$ cat src/rtl/alm_pkg.sv
package alm_pkg;

    localparam int BYTE_W     = 8;
    localparam int NUM_FIELDS = 6;
    localparam int TIME_W     = NUM_FIELDS * BYTE_W;

    typedef enum int {
        FLD_SEC  = 0,
        FLD_MIN  = 1,
        FLD_HOUR = 2,
        FLD_DATE = 3,
        FLD_MON  = 4,
        FLD_DOW  = 5
    } field_e;

    typedef struct packed {
        logic any_en;
        logic hit;
    } alarm_eval_t;

    // Value bits that take part in the comparison of each field
    function automatic logic [BYTE_W-1:0] field_mask(input int idx);
        case (idx)
            FLD_SEC, FLD_MIN:   return 8'h7F;
            FLD_HOUR, FLD_DATE: return 8'h3F;
            FLD_MON:            return 8'h1F;
            default:            return 8'h07;
        endcase
    endfunction

    // Position of the enable bit inside the alarm byte
    function automatic int field_en_bit(input int idx);
        return (idx == FLD_DOW) ? 6 : 7;
    endfunction

endpackage

$ cat src/rtl/alm_set_match.sv
module alm_set_match
    import alm_pkg::*;
(
    input  logic [TIME_W-1:0] now_i,
    input  logic [TIME_W-1:0] alarm_i,
    output alarm_eval_t       eval_o
);

    logic [NUM_FIELDS-1:0] en;
    logic [NUM_FIELDS-1:0] ok;

    generate
        for (genvar f = 0; f < NUM_FIELDS; f++) begin : g_fld
            localparam logic [BYTE_W-1:0] MASK   = field_mask(f);
            localparam int                EN_POS = f * BYTE_W + field_en_bit(f);
            logic [BYTE_W-1:0] diff;
            assign diff  = now_i[f*BYTE_W +: BYTE_W] ^ alarm_i[f*BYTE_W +: BYTE_W];
            assign en[f] = alarm_i[EN_POS];
            assign ok[f] = !en[f] || ((diff & MASK) == '0);
        end
    endgenerate

    always_comb begin
        eval_o.any_en = |en;
        eval_o.hit    = (|en) && (&ok);
    end

endmodule

$ cat src/rtl/alm_flag_reg.sv
module alm_flag_reg (
    input  logic clk,
    input  logic rst,
    input  logic tick_i,
    input  logic hit_i,
    input  logic clr_i,
    output logic flag_o
);

    logic prev_q;
    logic flag_q;
    logic set_now;

    assign set_now = tick_i && hit_i && !prev_q;

    always_ff @(posedge clk) begin
        if (rst) begin
            prev_q <= 1'b0;
            flag_q <= 1'b0;
        end else begin
            if (tick_i) prev_q <= hit_i;
            if (set_now)     flag_q <= 1'b1;
            else if (clr_i)  flag_q <= 1'b0;
        end
    end

    assign flag_o = flag_q;

endmodule

$ cat src/rtl/alm_cmp_top.sv
module alm_cmp_top
    import alm_pkg::*;
#(
    parameter int NUM_ALARMS = 2
) (
    input  logic                         clk,
    input  logic                         rst,
    input  logic                         tick_i,
    input  logic [TIME_W-1:0]            now_i,
    input  logic [NUM_ALARMS*TIME_W-1:0] alarm_i,
    input  logic [NUM_ALARMS-1:0]        clr_i,
    output logic [NUM_ALARMS-1:0]        flag_o,
    output logic                         irq_o
);

    alarm_eval_t           eval [NUM_ALARMS];
    logic [NUM_ALARMS-1:0] alarm_hit;

    generate
        for (genvar a = 0; a < NUM_ALARMS; a++) begin : g_alarm
            alm_set_match u_match (
                .now_i   (now_i),
                .alarm_i (alarm_i[a*TIME_W +: TIME_W]),
                .eval_o  (eval[a])
            );
            assign alarm_hit[a] = eval[a].hit;

            alm_flag_reg u_flag (
                .clk    (clk),
                .rst    (rst),
                .tick_i (tick_i),
                .hit_i  (alarm_hit[a]),
                .clr_i  (clr_i[a]),
                .flag_o (flag_o[a])
            );
        end
    endgenerate

    assign irq_o = |flag_o;

endmodule

$ cat config.mk
export PLATFORM = sky130hd
export DESIGN_NAME = alm_cmp_top
export DESIGN_NICKNAME = d
export VERILOG_FILES = /design/src/rtl/alm_pkg.sv /design/src/rtl/alm_set_match.sv /design/src/rtl/alm_flag_reg.sv /design/src/rtl/alm_cmp_top.sv
export SDC_FILE = /design/constraint.sdc
export NUM_CORES = 1
export LEC_CHECK = 0
export ABC_CLOCK_PERIOD_IN_PS = 1100
export BUFFER_PORTS_ARGS = -buffer_cell sky130_fd_sc_hd__buf_2
export CORE_ASPECT_RATIO = 0.9
export CORE_MARGIN = 3
export CORE_UTILIZATION = 30
export CTS_BUF_LIST = sky130_fd_sc_hd__clkbuf_8
export CTS_CLUSTER_DIAMETER = 60
export DETAILED_ROUTE_END_ITERATION = 16
export PLACE_DENSITY_LB_ADDON = 0.3
export SLEW_MARGIN = 10
export SYNTH_ARGS = -nofsm -noshare
export SYNTH_HDL_FRONTEND = slang
export SYNTH_SLANG_ARGS = --single-unit
export TNS_END_PERCENT = 10
$ cat constraint.sdc
create_clock -name clk -period 1.1 [get_ports clk]
set_input_delay 0 -clock clk [delete_from_list [all_inputs] [get_ports clk]]
set_output_delay 0 -clock clk [all_outputs]
set_load 0.01 [all_outputs]
==> results of run 1 <==
-- per-stage QoR --
| stage | area [um^2] | TNS (ns) | util (%) | worst slack, ns | total power, W |
|---|---|---|---|---|---|
| 5_1_grt | 1784 | -0.09313 | 56.86 | -0.05265 | 0.001109 |
| 6_report | 1784 | 0 | 56.86 | 0.01427 | 0.001032 |
| 3_3_place_gp | 1733 | -0.6670 | 55.22 | -0.1789 | 0.0007203 |
| 2_1_floorplan | 1015 | 0 | - | 0.05209 | 0.0003986 |
| 4_1_cts | 1774 | 0 | 56.54 | 0.02099 | 0.001043 |
| 3_5_place_dp | 1733 | -0.6870 | 55.22 | -0.1874 | 0.0007274 |
-- state kept, by name, indices dropped and copies added (netlist names) --
name	cells
g_alarm.u_flag.flag_o	2
g_alarm.u_flag.prev_q	2
-- how the worst max path moves through the flow --
stage	to	slack (ns)
floorplan	g_alarm[1].u_flag.prev_q	0.05
global placement	g_alarm[0].u_flag.flag_o	-0.18
detailed placement	g_alarm[1].u_flag.prev_q	-0.19
CTS	g_alarm[1].u_flag.prev_q	0.02
global route	g_alarm[0].u_flag.flag_o	-0.05
finish	g_alarm[1].u_flag.prev_q	0.01
-- power groups by stage --
| stage | logic [W] | clock network (W) | registers [W] |
|---|---|---|---|
| after detailed placement | 0.000578 | 0 | 0.000150 |
| final | 0.000578 | 0.000306 | 0.000148 |
| after floorplan | 0.000249 | 0 | 0.000150 |
| after CTS | 0.000581 | 0.000314 | 0.000148 |
| after global placement | 0.000571 | 0 | 0.000150 |
| after global routing | 0.000635 | 0.000326 | 0.000148 |
-- cell families (layout without fill, tap and decap cells) --
| logic type | after synthesis | count (layout) | synth area share, % |
|---|---|---|---|
| xor gates and xnor gates | 68 | 68 | 58.69 |
| and+or+nand+nor | 27 | 27 | 15.41 |
| AOI/OAI and AO/OA | 16 | 16 | 16.52 |
| DFF | 4 | 4 | 7.892 |
| buffers and inverters | 2 | 134 | 1.479 |
-- cell usage after synthesis --
library cell  number  area [um^2]
xnor2_1           36        315.3
xor2_1            32        280.3
nand4_1           10        62.56
nand2_1            6        22.52
o31ai_1            5        37.54
dfxtp_1            4        80.08
o41ai_2            4        65.06
nor2_1             3        11.26
a211o_1            2        17.52
buf_4              2        15.01
nor3_1             2        10.01
o21ai_2            2        17.52
o311ai_1           2        17.52
or4_1              2        15.01
nand3_1            1        5.000
nand3_4            1        17.52
nor2b_1            1        6.260
o31ai_2            1        12.51
or2_2              1        6.260
-- worst max-delay path, cell delays in order --
cell and delay [ns]:
buf_2 0.10, or4_1 0.56, o311ai_1 0.30, a211o_1 0.18, nand2_1 0.06
-- timing repair --
action | 4_1_cts | 5_1_grt
buffers inserted | 0 | 0
endpoints found under the setup margin | 0 | 4
endpoints found under the hold margin | 0 | 0
resized for setup | 0 | 2
-- metal layers --
metal / global-route usage (%) / routed length (um) / up-vias / part of all wire [%]
met5: 0 / 0 / - / 0
met4: 2.601 / 12 / 0 / 0.36
met3: 4.015 / 391 / 2 / 12
met2: 29.41 / 1677 / 62 / 51
met1: 16.25 / 1210 / 535 / 37
li1: - / - / 681 / -
-- layout make-up --
cell class / instances / area, um^2
clock buffers: 3 / 41.29
fillers: 309 / 1354
multi-input cells: 111 / 927.1
flip-flops and latches: 4 / 80.08
well taps: 42 / 52.55
repair buffers: 131 / 683.2
==> results.rst, run 1 <==
.. list-table::
   :header-rows: 1

   * - Metric
     - Value
   * - Clk_lat worst skew
     - 0.21 ns
   * - Combinational Power Share
     - 56.1%
   * - Transition time at the pin with the least slew margin
     - 0.2878 ns
   * - Most common cell after layout, fill and taps aside
     - buf_2
   * - DR vias
     - 1280
   * - Die Footprint
     - just over 0.004 mm^2
   * - Total number of yosys warnings
     - 0
   * - Htree depth
     - 1
   * - Signal arrival time at the worst endpoint
     - between 1 and 1.5 ns
   * - Setup violators final
     - 0
   * - Die height
     - 61.18 um
   * - RR Endpoint
     - g_alarm[1].u_flag.flag_o
   * - Switching Fraction
     - 30.50%
   * - Wirelength, routed
     - 3292 um
   * - Clock sink total
     - 4
   * - Placed cells
     - between 200 and 300
   * - # Max-Cap Violations
     - 0
   * - Remaining routing DRC violations
     - 0
   * - Unrepaired setup endpoints after global routing
     - yes
   * - Port Buffers
     - 121
   * - Run status
     - finished clean
   * - Number of antenna cells inserted
     - 0
   * - Maximum root-to-sink buffer count
     - 2
   * - Fraction of the yosys area taken by sequential cells
     - ~7.9%
   * - Total Nets Final
     - 400
   * - End point of the worst hold path
     - g_alarm[0].u_flag.flag_o
   * - Die Width
     - 67.31 um
   * - Startpoint of the worst setup timing path
     - alarm_i[55]
   * - Average wire per standard cell
     - roughly 11 um
   * - DRT antenna net count
     - 0
   * - Hold buffer count at cts
     - 0
   * - Endpoint required time on the critical path
     - 1.21 ns
   * - Global-route wire length before repair
     - 4761 um
   * - Period Utilization, post-route
     - 98.70%
   * - Reg-to-reg setup timing slack
     - 0.56 ns
   * - Initial standard-cell utilization of the core
     - 32.34%
   * - Largest net degree at the start of global routing
     - 5
   * - Maximum frequency from static timing analysis
     - around 920 MHz
   * - Area of the placeable core
     - 0.003138 mm^2
   * - Launching element type of the critical path
     - input port
   * - Number of cells on the worst reg-to-reg path
     - 2
   * - Cell internal pwr
     - 0.0007172 W
   * - Max Slew Vio Count
     - 0
   * - Critical register-to-register path startpoint
     - g_alarm[1].u_flag.flag_o
   * - Clk slew on worst S/H paths
     - 0.03 ns
   * - Number of design-rule violations left by the first detailed-router iteration
     - 14
   * - Synthesized area per cell
     - 8.673 um^2
   * - Setup crit end kind
     - flip-flop
   * - Critical path class
     - input port to flip-flop
   * - Pre-Repair DR Iteration Count
     - 4
   * - Post-synth cell types
     - 19
   * - Leakage
     - 0.8826 nW
   * - Worst-case clock skew
     - 0.00002841 ns
   * - Instance count along the most critical hold path
     - 4
   * - Via density
     - around 4.4
   * - Routability-driven placement congestion ratio
     - ~0.80
   * - Slew margin rel.
     - ~81%
   * - Ports
     - 152
   * - Remaining global-route overflow
     - 0
   * - TritonCTS clock tree
     - built
   * - HPWL after detailed placement
     - 3171 um
   * - Share of total power in the clock network
     - 29.6%
   * - Non-filler cells in the finished layout
     - 291
   * - Commonest cells after routing, fill and taps aside
     - buf_2 (120), xnor2_1 (35), xor2_1 (32), buf_4 (11), nand4_1 (10)
   * - Number of global-route vias before repair
     - between 1000 and 1500
   * - Cells after Synth
     - 117
   * - Initial antenna violation count
     - 0
   * - Maximum fanout encountered on the critical timing path
     - 2
   * - Register bit total from synthesis
     - 4
   * - Power density relative to cell area
     - a little under 600 mW/mm^2
   * - Max IR drop VDD
     - 0.2500 mV
   * - Register share of total power
     - 14.3%
   * - Number of standard-cell rows in the floorplan
     - 19
   * - Crit path time final
     - between 1 and 1.5 ns
   * - Total clock buffers created by CTS
     - 3
   * - Worst hold margin
     - 0.05455 ns
   * - Root buffer cell
     - clkbuf_8
   * - GRT Resource Usage Total
     - 14.97%
   * - HP Start
     - clr_i[0]
   * - Power spent charging and discharging nets
     - 0.0003147 W
   * - Layout area overhead
     - 75.83%
   * - Syn Nets
     - approximately 270
   * - Mapped cell area
     - 0.001015 mm^2
   * - Share of cells above drive strength 1
     - between 50% and 60%
   * - Total count of hold-check failures in the final report
     - 0
   * - Worst min path class
     - input port to flip-flop
(Power assumes the default switching activity.)
==> run 2: changes to the inputs <==
--- a/config.mk
+++ b/config.mk
@@ -5,11 +5,12 @@
 export SDC_FILE = /design/constraint.sdc
 export NUM_CORES = 1
 export LEC_CHECK = 0
+export ABC_AREA = 1
 export ABC_CLOCK_PERIOD_IN_PS = 1100
 export BUFFER_PORTS_ARGS = -buffer_cell sky130_fd_sc_hd__buf_2
 export CORE_ASPECT_RATIO = 0.9
 export CORE_MARGIN = 3
-export CORE_UTILIZATION = 30
+export CORE_UTILIZATION = 36
 export CTS_BUF_LIST = sky130_fd_sc_hd__clkbuf_8
 export CTS_CLUSTER_DIAMETER = 60
 export DETAILED_ROUTE_END_ITERATION = 16
@@ -18,4 +19,3 @@
 export SYNTH_ARGS = -nofsm -noshare
 export SYNTH_HDL_FRONTEND = slang
 export SYNTH_SLANG_ARGS = --single-unit
-export TNS_END_PERCENT = 10
==> results.rst, run 2 <==
.. list-table::
   :header-rows: 1

   * - Metric
     - Value
   * - Leakage
     - roughly 1.4 nW
   * - Number of cells on the worst reg-to-reg path
     - 3
   * - Total clock buffers created by CTS
     - 3
   * - Mapped cell area
     - 0.001391 mm^2
   * - Commonest cells after routing, fill and taps aside
     - nand2_1 (132), buf_2 (121), inv_1 (53), nor2_1 (31), xor2_1 (25)
   * - Average wire per standard cell
     - around 8.7 um
   * - Initial standard-cell utilization of the core
     - 39.43%
   * - # Max-Cap Violations
     - 0
   * - Critical register-to-register path startpoint
     - g_alarm[0].u_flag.prev_q
   * - DR vias
     - 1934
   * - Setup crit end kind
     - output port
   * - Total count of hold-check failures in the final report
     - 0
   * - Transition time at the pin with the least slew margin
     - 0.1792 ns
   * - Unrepaired setup endpoints after global routing
     - no
   * - Top cells by instance count after synthesis
     - nand2_1 (132), inv_1 (53), nor2_1 (31), xor2_1 (25), nand3_1 (12)
   * - Largest cells by area after synthesis
     - nand2_1 (36%), xor2_1 (16%), inv_1 (14%)
   * - Post-layout instance area
     - between 0.002 and 0.0025 mm^2
   * - Largest net degree at the start of global routing
     - 5
   * - Remaining global-route overflow
     - 0
   * - GRT Resource Usage Total
     - 16.53%
   * - Post-synth top area share
     - 35.61%
   * - Fraction of the yosys area taken by sequential cells
     - 5.755%
   * - Die Width
     - 71.53 um
   * - Final core utilization
     - 59.18%
   * - Total number of yosys warnings
     - 0
   * - # fillers
     - 398
   * - Max Slew Vio Count
     - 0
   * - Period Utilization, post-route
     - 85.03%
   * - Die height
     - approximately 65 um
   * - Max IR drop VDD
     - 0.2314 mV
   * - Die Footprint
     - approximately 0.0046 mm^2
   * - Run status
     - finished clean
   * - Pre-Repair DR Iteration Count
     - 4
   * - Switching Fraction
     - 35.15%
   * - Port Buffers
     - 121
   * - Slew margin rel.
     - 87.96%
   * - HPWL after detailed placement
     - around 3700 um
   * - Area of the placeable core
     - 0.003528 mm^2
   * - Root buffer cell
     - clkbuf_8
   * - Synthesized area per cell
     - roughly 4.8 um^2
   * - Most area-hungry cell type in the Yosys netlist
     - nand2_1
   * - Signal arrival time at the worst endpoint
     - 0.94 ns
   * - Top FF cell, synth
     - dfxtp_1
   * - Critical path class
     - flip-flop to output port
   * - Wirelength, routed
     - 3974 um
   * - Endpoint required time on the critical path
     - around 1.1 ns
   * - Count leader, synth
     - nand2_1
   * - Number of global-route vias before repair
     - ~1800
   * - Setup violators final
     - 0
   * - Htree depth
     - 1
   * - Post-synthesis async set-or-reset flop share
     - 0%
   * - Clk slew on worst S/H paths
     - roughly 0.03 ns
   * - Syn Nets
     - ~440
   * - Crit path time final
     - 0.9354 ns
   * - Layout area overhead
     - 50.09%
   * - Via density
     - 4.232
   * - Post-synth cell types
     - 16
   * - Power spent charging and discharging nets
     - 0.0003758 W
   * - End point of the worst hold path
     - g_alarm[1].u_flag.flag_o
   * - Combinational Power Share
     - 57.4%
   * - DRT antenna net count
     - 0
   * - Number of design-rule violations left by the first detailed-router iteration
     - 21
   * - Most common cell after layout, fill and taps aside
     - nand2_1
   * - Cell internal pwr
     - about 0.0007 W
   * - HP Start
     - clr_i[1]
   * - Remaining routing DRC violations
     - 0
   * - Launching element type of the critical path
     - flip-flop
   * - Global-route wire length before repair
     - approximately 6500 um
   * - Number of standard-cell rows in the floorplan
     - 20
   * - Initial antenna violation count
     - 0
   * - Area after DPL
     - 0.002037 mm^2
   * - Cells after Synth
     - 290
   * - Register share of total power
     - 13.8%
   * - Worst min path class
     - input port to flip-flop
   * - Register bit total from synthesis
     - 4
   * - Power density relative to cell area
     - between 500 and 600 mW/mm^2
   * - RR Endpoint
     - g_alarm[0].u_flag.flag_o
   * - TritonCTS clock tree
     - built
   * - Number of antenna cells inserted
     - 0
   * - Instance count along the most critical hold path
     - 4
   * - Routability-driven placement congestion ratio
     - 0.7815
   * - Worst hold margin
     - 0.03901 ns
   * - Maximum frequency from static timing analysis
     - 1069 MHz
   * - Clk_lat worst skew
     - 0.22 ns
   * - Quantity of gates resized following cts
     - 0
   * - Clock sink total
     - 4
   * - Maximum root-to-sink buffer count
     - 2
   * - Number of buffers added for setup after CTS
     - 0
   * - Worst-case clock skew
     - 0.001022 ns
   * - Reg-to-reg setup timing slack
     - 0.47 ns
   * - Final-layout setup total negative slack
     - 0 ns
   * - Total Nets Final
     - 564
   * - Setup Slack @ Placement
     - 0.08341 ns
   * - Maximum fanout encountered on the critical timing path
     - 3
   * - Share of cells above drive strength 1
     - 33.66%
   * - Share of total power in the clock network
     - 28.8%
   * - Ports
     - 152
   * - Final worst-path setup slack
     - approximately 0.16 ns
   * - Count of flip-flops with a built-in enable after synthesis
     - 0
run 2: cell count changes after synthesis, sizes merged, moves of 2 or more:
| cell | delta |
|---|---|
| o31ai | -6 |
| o311ai | -2 |
| xnor2 | -27 |
| nand4 | -10 |
| a211o | -2 |
| xor2 | -7 |
| or4 | -2 |
| o21ai | -2 |
| nor2 | +31 |
| a21oi | +6 |
| nand3 | +11 |
| nand2 | +126 |
| o41ai | -4 |
| inv | +61 |
run 2: worst max path at each step:
| stage | from | end |
|---|---|---|
| finish | g_alarm[1].u_flag.flag_o | irq_o |
| global route | alarm_i[50] | g_alarm[1].u_flag.flag_o |
| CTS | g_alarm[1].u_flag.flag_o | irq_o |
| detailed placement | now_i[14] | g_alarm[1].u_flag.flag_o |
| global placement | now_i[9] | g_alarm[0].u_flag.flag_o |
| floorplan | alarm_i[5] | g_alarm[0].u_flag.flag_o |
run 2: final cells by class:
cell class	instances	area (um^2)	area share [%]
multi-input combinational	223	1067	51.11
timing repair buffer	122	615.6	29.48
inverter	61	229.0	10.96
sequential	4	80.08	3.835
tap	44	55.05	2.636
clock buffer	3	41.29	1.977
run 2: per-stage QoR:
| step | cells | power, W |
|---|---|---|
| after global routing | 457 | 0.001173 |
| final | 457 | 0.001069 |
| after CTS | 457 | 0.001084 |
| after detailed placement | 453 | 0.0007658 |
| after global placement | 453 | 0.0007511 |
| after floorplan | 290 | 0.0004542 |
run 2: what timing repair did:
item,in CTS,in global routing
hold endpoints to repair,3,0
endpoints found under the setup margin,0,0
hold buffers,1,0
run 2: routing by layer:
metal  vias up  share of wire, %  wire length (um)  GRT usage, %
met5         -                 0                 0             0
met4         0               1.5                59         4.930
met3         6               9.7               385         1.860
met2        82                48              1907         31.31
met1       766                41              1623         19.17
li1       1080                 -                 -             -
run 2: power groups by stage:
stage	clock, W	sequential (W)	combinational, W
3_3_place_gp	0	0.000149	0.000602
4_1_cts	0.000315	0.000148	0.000622
3_5_place_dp	0	0.000149	0.000616
6_report	0.000308	0.000148	0.000614
2_1_floorplan	0	0.000149	0.000305
5_1_grt	0.000317	0.000148	0.000708
run 2: cells by family after synthesis:
logic type                after synthesis  synth area share [%]
AOI/OAI and AO/OA                       7                 3.237
xor gates and xnor gates               34                 21.40
DFF                                     4                 5.756
buffers and inverters                  63                 17.54
and+or+nand+nor                       182                 52.07
run 2: worst max-delay path, stage by stage, from the launching register on:
cell,delay (ns)
dfxtp_1,0.30
or2_2,0.28
buf_2,0.14
